$ cat src/rtl/uart_router_pkg.sv
package uart_router_pkg;
  typedef enum logic [1:0] {
    MODE_NORMAL = 2'd0,
    MODE_ECHO   = 2'd1,
    MODE_LOCAL  = 2'd2,
    MODE_REMOTE = 2'd3
  } chan_mode_e;

  localparam int unsigned CTRL_W      = 9;
  localparam int unsigned BIT_RX_RST  = 0;
  localparam int unsigned BIT_TX_RST  = 1;
  localparam int unsigned BIT_RX_EN   = 2;
  localparam int unsigned BIT_RX_DIS  = 3;
  localparam int unsigned BIT_TX_EN   = 4;
  localparam int unsigned BIT_TX_DIS  = 5;
  localparam logic [CTRL_W-1:0] CTRL_RST_VAL = 9'h128;
endpackage

$ cat src/rtl/uart_router_ctrl.sv
module uart_router_ctrl
  import uart_router_pkg::*;
(
  input  logic              clk_i,
  input  logic              rst_ni,
  input  logic              we_i,
  input  logic [CTRL_W-1:0] wdata_i,
  output logic [CTRL_W-1:0] ctrl_o,
  output logic              rx_en_o,
  output logic              tx_en_o,
  output logic              rx_flush_o,
  output logic              tx_flush_o
);
  logic [CTRL_W-1:0] ctrl_q;
  logic              rx_flush_q, tx_flush_q;

  // reset bits act once and never stick
  always_ff @(posedge clk_i or negedge rst_ni) begin
    if (!rst_ni) begin
      ctrl_q     <= CTRL_RST_VAL;
      rx_flush_q <= 1'b0;
      tx_flush_q <= 1'b0;
    end else begin
      rx_flush_q <= we_i & wdata_i[BIT_RX_RST];
      tx_flush_q <= we_i & wdata_i[BIT_TX_RST];
      if (we_i) begin
        ctrl_q <= wdata_i;
        ctrl_q[BIT_RX_RST] <= 1'b0;
        ctrl_q[BIT_TX_RST] <= 1'b0;
      end
    end
  end

  assign ctrl_o     = ctrl_q;
  assign rx_en_o    = ctrl_q[BIT_RX_EN] & ~ctrl_q[BIT_RX_DIS];
  assign tx_en_o    = ctrl_q[BIT_TX_EN] & ~ctrl_q[BIT_TX_DIS];
  assign rx_flush_o = rx_flush_q;
  assign tx_flush_o = tx_flush_q;


  rx_flush_pulse_chk: assert property (@(posedge clk_i) disable iff (!rst_ni)
    we_i && wdata_i[BIT_RX_RST] |=> rx_flush_o);

  tx_flush_src_chk: assert property (@(posedge clk_i) disable iff (!rst_ni)
    tx_flush_o |-> $past(we_i && wdata_i[BIT_TX_RST]));

  rx_dis_wins_chk: assert property (@(posedge clk_i) disable iff (!rst_ni)
    we_i && wdata_i[BIT_RX_DIS] |=> !rx_en_o);
endmodule

$ cat src/rtl/uart_router_gate.sv
module uart_router_gate #(
  parameter int unsigned DW = 8
) (
  input  logic          clk_i,
  input  logic          rst_ni,
  input  logic          req_i,
  input  logic [DW-1:0] data_i,
  input  logic          en_i,
  input  logic          full_i,
  output logic          push_o,
  output logic [DW-1:0] wdata_o,
  output logic          ovr_o
);
  logic pass;
  assign pass    = req_i & en_i;
  assign push_o  = pass & ~full_i;
  assign ovr_o   = pass & full_i;
  assign wdata_o = data_i;


  no_push_full_chk: assert property (@(posedge clk_i) disable iff (!rst_ni)
    full_i |-> !push_o);

  ovr_needs_req_chk: assert property (@(posedge clk_i) disable iff (!rst_ni)
    ovr_o |-> req_i && !push_o);
endmodule

$ cat src/rtl/uart_router_space.sv
module uart_router_space
  import uart_router_pkg::*;
#(
  parameter int unsigned RX_DEPTH = 64,
  parameter int unsigned TX_DEPTH = 64,
  localparam int unsigned MAX_D   = (RX_DEPTH > TX_DEPTH) ? RX_DEPTH : TX_DEPTH,
  localparam int unsigned CW      = $clog2(MAX_D + 1)
) (
  input  chan_mode_e    mode_i,
  input  logic [CW-1:0] rx_count_i,
  input  logic [CW-1:0] tx_count_i,
  output logic [CW-1:0] space_o,
  output logic          ready_o
);
  localparam logic [CW-1:0] RX_D = CW'(RX_DEPTH);
  localparam logic [CW-1:0] TX_D = CW'(TX_DEPTH);
  localparam logic [CW-1:0] MX_D = CW'(MAX_D);

  logic [CW-1:0] rx_free, tx_free;
  assign rx_free = (rx_count_i >= RX_D) ? '0 : RX_D - rx_count_i;
  assign tx_free = (tx_count_i >= TX_D) ? '0 : TX_D - tx_count_i;

  always_comb begin
    unique case (mode_i)
      MODE_NORMAL: space_o = rx_free;
      MODE_ECHO:   space_o = (rx_free < tx_free) ? rx_free : tx_free;
      MODE_REMOTE: space_o = tx_free;
      default:     space_o = MX_D;
    endcase
  end

  assign ready_o = |space_o;
endmodule

$ cat src/rtl/uart_chan_router.sv
module uart_chan_router
  import uart_router_pkg::*;
#(
  parameter int unsigned RX_DEPTH = 64,
  parameter int unsigned TX_DEPTH = 64,
  parameter int unsigned DW       = 8,
  localparam int unsigned MAX_D   = (RX_DEPTH > TX_DEPTH) ? RX_DEPTH : TX_DEPTH,
  localparam int unsigned CW      = $clog2(MAX_D + 1)
) (
  input  logic              clk_i,
  input  logic              rst_ni,
  input  logic [1:0]        mode_i,
  input  logic              ctrl_we_i,
  input  logic [CTRL_W-1:0] ctrl_wdata_i,
  output logic [CTRL_W-1:0] ctrl_o,
  input  logic              rx_valid_i,
  input  logic              rx_break_i,
  input  logic [DW-1:0]     rx_data_i,
  input  logic              cpu_wr_i,
  input  logic [DW-1:0]     cpu_wdata_i,
  input  logic              cpu_rd_i,
  output logic [DW-1:0]     cpu_rdata_o,
  input  logic              rxf_full_i,
  input  logic [CW-1:0]     rxf_count_i,
  input  logic [DW-1:0]     rxf_rdata_i,
  input  logic              txf_full_i,
  input  logic [CW-1:0]     txf_count_i,
  output logic              rxf_push_o,
  output logic [DW-1:0]     rxf_wdata_o,
  output logic              rxf_pop_o,
  output logic              rxf_flush_o,
  output logic              txf_push_o,
  output logic [DW-1:0]     txf_wdata_o,
  output logic              txf_flush_o,
  output logic              rx_ovr_o,
  output logic              tx_ovr_o,
  output logic [CW-1:0]     rx_space_o,
  output logic              rx_ready_o
);
  chan_mode_e    mode;
  logic          rx_en, tx_en;
  logic          rx_in;
  logic [DW-1:0] rx_byte;
  logic          rq_rx, rq_tx;
  logic [DW-1:0] d_rx, d_tx;

  assign mode    = chan_mode_e'(mode_i);
  assign rx_in   = rx_valid_i | rx_break_i;
  assign rx_byte = rx_break_i ? '0 : rx_data_i;

  uart_router_ctrl u_ctrl (
    .clk_i      (clk_i),
    .rst_ni     (rst_ni),
    .we_i       (ctrl_we_i),
    .wdata_i    (ctrl_wdata_i),
    .ctrl_o     (ctrl_o),
    .rx_en_o    (rx_en),
    .tx_en_o    (tx_en),
    .rx_flush_o (rxf_flush_o),
    .tx_flush_o (txf_flush_o)
  );

  // source selection per channel mode
  always_comb begin
    rq_rx = 1'b0;
    rq_tx = 1'b0;
    d_rx  = rx_byte;
    d_tx  = rx_byte;
    unique case (mode)
      MODE_NORMAL: begin
        rq_rx = rx_in;
        rq_tx = cpu_wr_i;
        d_tx  = cpu_wdata_i;
      end
      MODE_ECHO: begin
        rq_rx = rx_in;
        rq_tx = rx_in;
      end
      MODE_LOCAL: begin
        rq_rx = cpu_wr_i;
        d_rx  = cpu_wdata_i;
      end
      default: rq_tx = rx_in;
    endcase
  end

  uart_router_gate #(.DW(DW)) u_rx_gate (
    .clk_i (clk_i), .rst_ni (rst_ni),
    .req_i (rq_rx), .data_i (d_rx), .en_i (rx_en), .full_i (rxf_full_i),
    .push_o (rxf_push_o), .wdata_o (rxf_wdata_o), .ovr_o (rx_ovr_o)
  );

  uart_router_gate #(.DW(DW)) u_tx_gate (
    .clk_i (clk_i), .rst_ni (rst_ni),
    .req_i (rq_tx), .data_i (d_tx), .en_i (tx_en), .full_i (txf_full_i),
    .push_o (txf_push_o), .wdata_o (txf_wdata_o), .ovr_o (tx_ovr_o)
  );

  // processor read: head byte only when open and non-empty
  assign rxf_pop_o   = cpu_rd_i & rx_en & (rxf_count_i != '0);
  assign cpu_rdata_o = rxf_pop_o ? rxf_rdata_i : '0;

  uart_router_space #(.RX_DEPTH(RX_DEPTH), .TX_DEPTH(TX_DEPTH)) u_space (
    .mode_i     (mode),
    .rx_count_i (rxf_count_i),
    .tx_count_i (txf_count_i),
    .space_o    (rx_space_o),
    .ready_o    (rx_ready_o)
  );


  rx_push_gated_chk: assert property (@(posedge clk_i) disable iff (!rst_ni)
    (rxf_push_o || rx_ovr_o) |-> ctrl_o[BIT_RX_EN] && !ctrl_o[BIT_RX_DIS]);

  tx_push_gated_chk: assert property (@(posedge clk_i) disable iff (!rst_ni)
    (txf_push_o || tx_ovr_o) |-> ctrl_o[BIT_TX_EN] && !ctrl_o[BIT_TX_DIS]);

  rst_bits_clear_chk: assert property (@(posedge clk_i) disable iff (!rst_ni)
    ctrl_o[1:0] == 2'b00);

  local_ignores_rx_chk: assert property (@(posedge clk_i) disable iff (!rst_ni)
    (mode_i == 2'd2) && rxf_push_o |-> cpu_wr_i && rxf_wdata_o == cpu_wdata_i);

  remote_no_rx_push_chk: assert property (@(posedge clk_i) disable iff (!rst_ni)
    (mode_i == 2'd3) |-> !rxf_push_o && !rx_ovr_o);

  empty_read_zero_chk: assert property (@(posedge clk_i) disable iff (!rst_ni)
    cpu_rd_i && rxf_count_i == '0 |-> cpu_rdata_o == '0 && !rxf_pop_o);

  full_blocks_ready_chk: assert property (@(posedge clk_i) disable iff (!rst_ni)
    rxf_full_i && (mode_i == 2'd0 || mode_i == 2'd1) |-> !rx_ready_o);
endmodule

$ cat config.mk
export PLATFORM = sky130hd
export DESIGN_NAME = uart_chan_router
export DESIGN_NICKNAME = d
export VERILOG_FILES = /design/src/rtl/uart_router_pkg.sv /design/src/rtl/uart_router_ctrl.sv /design/src/rtl/uart_router_gate.sv /design/src/rtl/uart_router_space.sv /design/src/rtl/uart_chan_router.sv
export SDC_FILE = /design/constraint.sdc
export NUM_CORES = 1
export LEC_CHECK = 0
export ABC_CLOCK_PERIOD_IN_PS = 5600
export CELL_PAD_IN_SITES_DETAIL_PLACEMENT = 1
export CELL_PAD_IN_SITES_GLOBAL_PLACEMENT = 2
export CORE_ASPECT_RATIO = 1.4
export CORE_MARGIN = 1
export CORE_UTILIZATION = 18
export CTS_CLUSTER_DIAMETER = 40
export DETAILED_ROUTE_END_ITERATION = 8
export GPL_ROUTABILITY_DRIVEN = 0
export PLACE_DENSITY = 0.93
export SLEW_MARGIN = 20
export SYNTH_ARGS = -nofsm -noshare
export SYNTH_HDL_FRONTEND = slang
export SYNTH_SLANG_ARGS = --single-unit
$ cat constraint.sdc
create_clock -name clk_i -period 5.6 [get_ports clk_i]
set_input_delay 0.84 -clock clk_i [delete_from_list [all_inputs] [get_ports clk_i]]
set_output_delay 0.84 -clock clk_i [all_outputs]
set_load 0.02 [all_outputs]
Word-level counts from Yosys, hierarchy flattened
Index checks and enable logic that the tools add are counted.

storage, ports and cells
  output and inout port bits = 48
  register bits = 9
  word-level logic and storage cells = 42
  input port bits = 58

cells by class
  bitwise logic cells = 17
  add/sub/neg operators = 2
  reductions and logical operators = 4
  eq/ne operators = 3
  order comparisons = 3
  mux-type cells = 10

operator list
  kind                                                              number
  8-bit 2-to-1 mux                                                  4
  7-bit 2-to-1 mux                                                  3
  7-bit one-hot mux with 3 select lines                             1
  7-bit greater-or-equal comparator (second input constant)         2
  7-bit subtractor (first input constant)                           2
  1-bit bitwise AND                                                 12
  7-bit less-than comparator                                        1
  7-bit nonzero test                                                1
  7-bit OR reduction                                                1
  2-bit == test (second input constant)                             2
  1-bit inverter                                                    4
  1-bit one-hot mux with 2 select lines                             2
  2-bit by 1-bit == test with 1-bit output (second input constant)  1
  2-bit logical NOT                                                 1
  2-bit OR reduction                                                1
  1-bit OR                                                          1

Depth between registers and ports, before layout
  depth after elaboration = 6
  gate-level depth with buffers = 13
  gate-level depth less buffers = 12

Hierarchy
Synthesis repeated with hierarchy kept, for this count alone.

unflattened totals
  cell total of the unflattened synthesis = 197
  area, all modules = 1576.5 um^2

modules (own cells, without submodules)
  module             instances  area an instance (um^2)  sequential area each (um^2)  cells an instance
  uart_router_space  1          624.3                    0.0                          99
  uart_chan_router   1          407.9                    0.0                          54
  uart_router_ctrl   1          391.6                    229.0                        24
  uart_router_gate   2          76.3                     0.0                          10

Worst setup path after synthesis
Ideal clock, no wire load.

  kind = input-to-output
  start point = input port rxf_count_i[1]
  end point = output port rx_space_o[0]
  stages on the path = 11
  path buffers = 1
  path slack = 1.435 ns
  data required time = 4.760 ns
  arrival = 3.325 ns
  cells stage by stage = buf_6 > or4_1 > nor2_1 > a21oi_1 > o32ai_1 > ha_1 > a211oi_1 > nor2_1 > nor4_1 > nor2_1 > o32ai_1

between the ends
  longest elaborated chain between the ends = 5
  elaborated cells on any way between the ends = 6
  classes of those cells = add/sub (1); order compare (2); mux (3)

ends and longest elaborated chain
  item                                                                          line                     RTL
  start: declaration                                                            uart_chan_router.sv:24   input logic [CW-1:0] rxf_count_i,
  7-bit subtractor / 7-bit greater-or-equal comparator (equally long branches)  uart_router_space.sv:20  assign rx_free = (rx_count_i >= RX_D) ? '0 : RX_D - rx_count_i;
  7-bit 2-to-1 mux (*)                                                          uart_router_space.sv:20
  7-bit less-than comparator                                                    uart_router_space.sv:26  MODE_ECHO: space_o = (rx_free < tx_free) ? rx_free : tx_free;
  7-bit 2-to-1 mux                                                              uart_router_space.sv:26
  7-bit one-hot mux with 3 select lines (*)                                     uart_router_space.sv:24  unique case (mode_i)
  end: declaration                                                              uart_chan_router.sv:37   output logic [CW-1:0] rx_space_o,

Mark *: on every way between the ends. The rest lies on a longest branch, timed or not.

Worst setup path in the final report
  start point = input port rxf_count_i[0]
  end point = output port rx_ready_o

between the ends
  longest elaborated chain between the ends = 6
  elaborated cells on any way between the ends = 7
  classes of those cells = add/sub (1); order compare (2); mux (3); reduce/logical (1)

ends and longest elaborated chain
  item                                                                          line                     RTL
  7-bit subtractor / 7-bit greater-or-equal comparator (equally long branches)  uart_router_space.sv:20
  7-bit 2-to-1 mux (*)                                                          uart_router_space.sv:20
  7-bit less-than comparator                                                    uart_router_space.sv:26
  7-bit 2-to-1 mux                                                              uart_router_space.sv:26
  7-bit one-hot mux with 3 select lines (*)                                     uart_router_space.sv:24
  7-bit OR reduction (*)                                                        uart_router_space.sv:32  assign ready_o = |space_o;
  end: declaration                                                              uart_chan_router.sv:38   output logic rx_ready_o

Marks and branches as above.

==> flow_summary.ini <==
[timing]
drv_slew = 0
post-route-period-util = 0.942
worst_slack_ps = 325
slew_headroom = 0.614
finalSetupViolCount = 0
finalHoldViolations = 0
skew_ps = 0
fmax_mhz = 190
worst_pin_slew_ps = 579
rsz0062_at_grt = false
fin_crit_ps = 5280
setup_tns_ps = 0

[floorplanning]
io_pins = 106
rows = 37
die_h_um = 106
die_w_um = 76.4
core-area_um2 = 7410
die_area_um2 = 8110
start_util = 0.188

[yosys]
syn_area_um2 = 1400
synth_cell_type_count = 42
async_reset_ff_frac = 1.00
synth_fa_ha_area_frac = 0.0717
ys_seq_area_frac = 0.164
synth_top_family_by_area = simple AND/OR/NAND/NOR gates
yosysWarnings = 0
synth-compound-area-share = 0.203
yosysMostFrequentCell = nand2_1
synth-simple-area-share = 0.290
synthMuxAreaShare = 0.125
synth_top_flop_cell = dfrtp_1
synthTopCellsByArea = dfrtp_1 (11%), ha_1 (7.2%), mux2i_1 (5.7%), dfstp_2 (5.7%), mux2_2 (5.7%)
synth_top_area_share = 0.108
syn_area_per_cell_um2 = 7.54
synth_xor_area_frac = 0.0502
synth_edf_count = 0
yosysTopAreaCell = dfrtp_1
ys_seq_elements = 9
synthCells = 185
synth_common_cells = nand2_1 (21), inv_1 (20), nor2_1 (14), o21ai_0 (12)

[route]
drc = 0
wl_per_cell_um = 13.3
via_per_inst = 4.41
drt_first_pass_iters = 4
wirelength_um = 5120
ant_nets = 0
drt-initial-drc-count = 20
vias = 1695

[finish]
area_growth_pct = 84.4
finalInstanceArea_um2 = 2570
nFillCells = 912
regArea_um2 = 229
fin_nets = 354
multi_input_area_um2 = 1050
layout-drive-gt1-share = 0.0906
final_util = 0.347
diodes = 0

[grt]
grt_use_total = 0.124
grt_start_max_net_pins = 18
grt-ovfl-total = 0
grt_pass1_vias = 1827
antenna_found_initial = 0
grt_first_pass_wirelength_um = 8400

[clock_network]
cts.sinks = 9
cts.htree.levels = 1
cts_hold_buffers = 0
postCtsSetupRepairBufs = 0
clock_path_buffers = 2
insertion_delay_ps = 220
cts-root-buf = clkbuf_8
clk_transition_reported_paths_ps = 40
cts_made_buffers = 3
cts.repair.resized = 0
cts_tree = yes

[critical_path]
worstPathRequired_ps = 4760
crit_type = in -> out
crit_path_max_fanout = 7
startpoint_type = input port
rr_worst_depth = 1
cp.arrival_ps = 4440
endpoint_kind = output port

[outcome]
status = completed

[placement]
place_area_um2 = 2520
io_buffers = 103
hpwl_um = 4370
dp_slack_ps = 293

[hold_path]
hold_class = reg -> reg
min_path_cells = 1

[pwr]
peakVddDrop_uv = 160
leakagePower_nw = 1.07
p_per_area_nw_per_um2 = 144

[run]
max-cap-violations = 0
## routing by layer
layer / GRT usage / wire (um) / vias up / share of wire
li1: - / - / 843 / -
met1: 0.138 / 2070 / 781 / 0.41
met2: 0.245 / 2690 / 67 / 0.53
met3: 0.0189 / 302 / 4 / 0.059
met4: 0.0261 / 46 / 0 / 0.0090
met5: 0 / 0 / - / 0
## power by group
group	total (mW)	leakage (nW)	internal [mW]	switching, mW
clock network	0.0715	0.0228	0.0493	0.0222
logic	0.222	0.943	0.115	0.107
registers	0.0762	0.105	0.0727	0.00340
## worst paths after layout
| path | startpoint | endpoint | slack, ps |
|---|---|---|---|
| setup / recovery | rxf_count_i[0] | rx_ready_o | 320 |
| hold / removal | u_ctrl.ctrl_o[6] | u_ctrl.ctrl_o[6] | 510 |
| setup reg to reg | u_ctrl.ctrl_o[2] | u_ctrl.ctrl_o[2] | 4830 |
| hold reg to reg | u_ctrl.ctrl_o[6] | u_ctrl.ctrl_o[6] | 510 |
| max in group asynchronous | rst_ni | u_ctrl.ctrl_o[3] | 4370 |
| min in group asynchronous | rst_ni | u_ctrl.tx_flush_o | 910 |
## cells in the final DEF (no fill, tap or decap), types with 4 or more instances in the layout
cell             count
nand2_1             21
mux2i_1              8
xor2_1               4
inv_1               20
dfrtp_1              6
o22ai_1              5
a21oi_1              4
mux2_2               7
clkdlybuf4s50_1    102
xnor2_1              4
nor3_1               5
ha_1                 8
nor2_1              14
o21ai_0             12
and2_1              11
nand2b_1            11
## per-stage QoR
| stage | power [mW] | hold slack, ps | std cells |
|---|---|---|---|
| final | 0.369 | 510 | 384 |
| after floorplan | 0.185 | 544 | 186 |
| after global routing | 0.394 | 528 | 384 |
| after CTS | 0.375 | 514 | 384 |
| after detailed placement | 0.300 | 501 | 380 |
| after global placement | 0.295 | 495 | 380 |
## layout make-up
class | count | share of cell area
sequential | 9 | 0.0890
timing repair buffer | 106 | 0.411
inverter | 20 | 0.0292
multi-input combinational | 148 | 0.407
tap | 97 | 0.0472
clock buffer | 4 | 0.0175
## cells by family (layout without fill, tap and decap cells)
family | after synthesis | count (layout)
AOI/OAI and AO/OA | 38 | 38
xor gates and xnor gates | 8 | 8
adders and majority gates | 8 | 8
buffers and inverters | 29 | 130
DFF | 9 | 9
muxes | 16 | 16
other | 1 | 2
and+or+nand+nor | 76 | 76
## state kept, by name, indices dropped and copies added (netlist names)
register	cells
u_ctrl.rx_flush_o	1
u_ctrl.tx_flush_o	1
u_ctrl.ctrl_o	7
## worst max-delay path, cell delays in order
cell and delay [ps]:
clkdlybuf4s50_1 530, inv_1 160, ha_1 300, nor2b_1 280, a21oi_1 120, o32ai_2 190
ha_1 310, a211oi_1 200, nor2_1 120, o41ai_4 340, mux2_4 350, o211ai_2 70
clkdlybuf4s50_1 620
(Power assumes the default switching activity.)
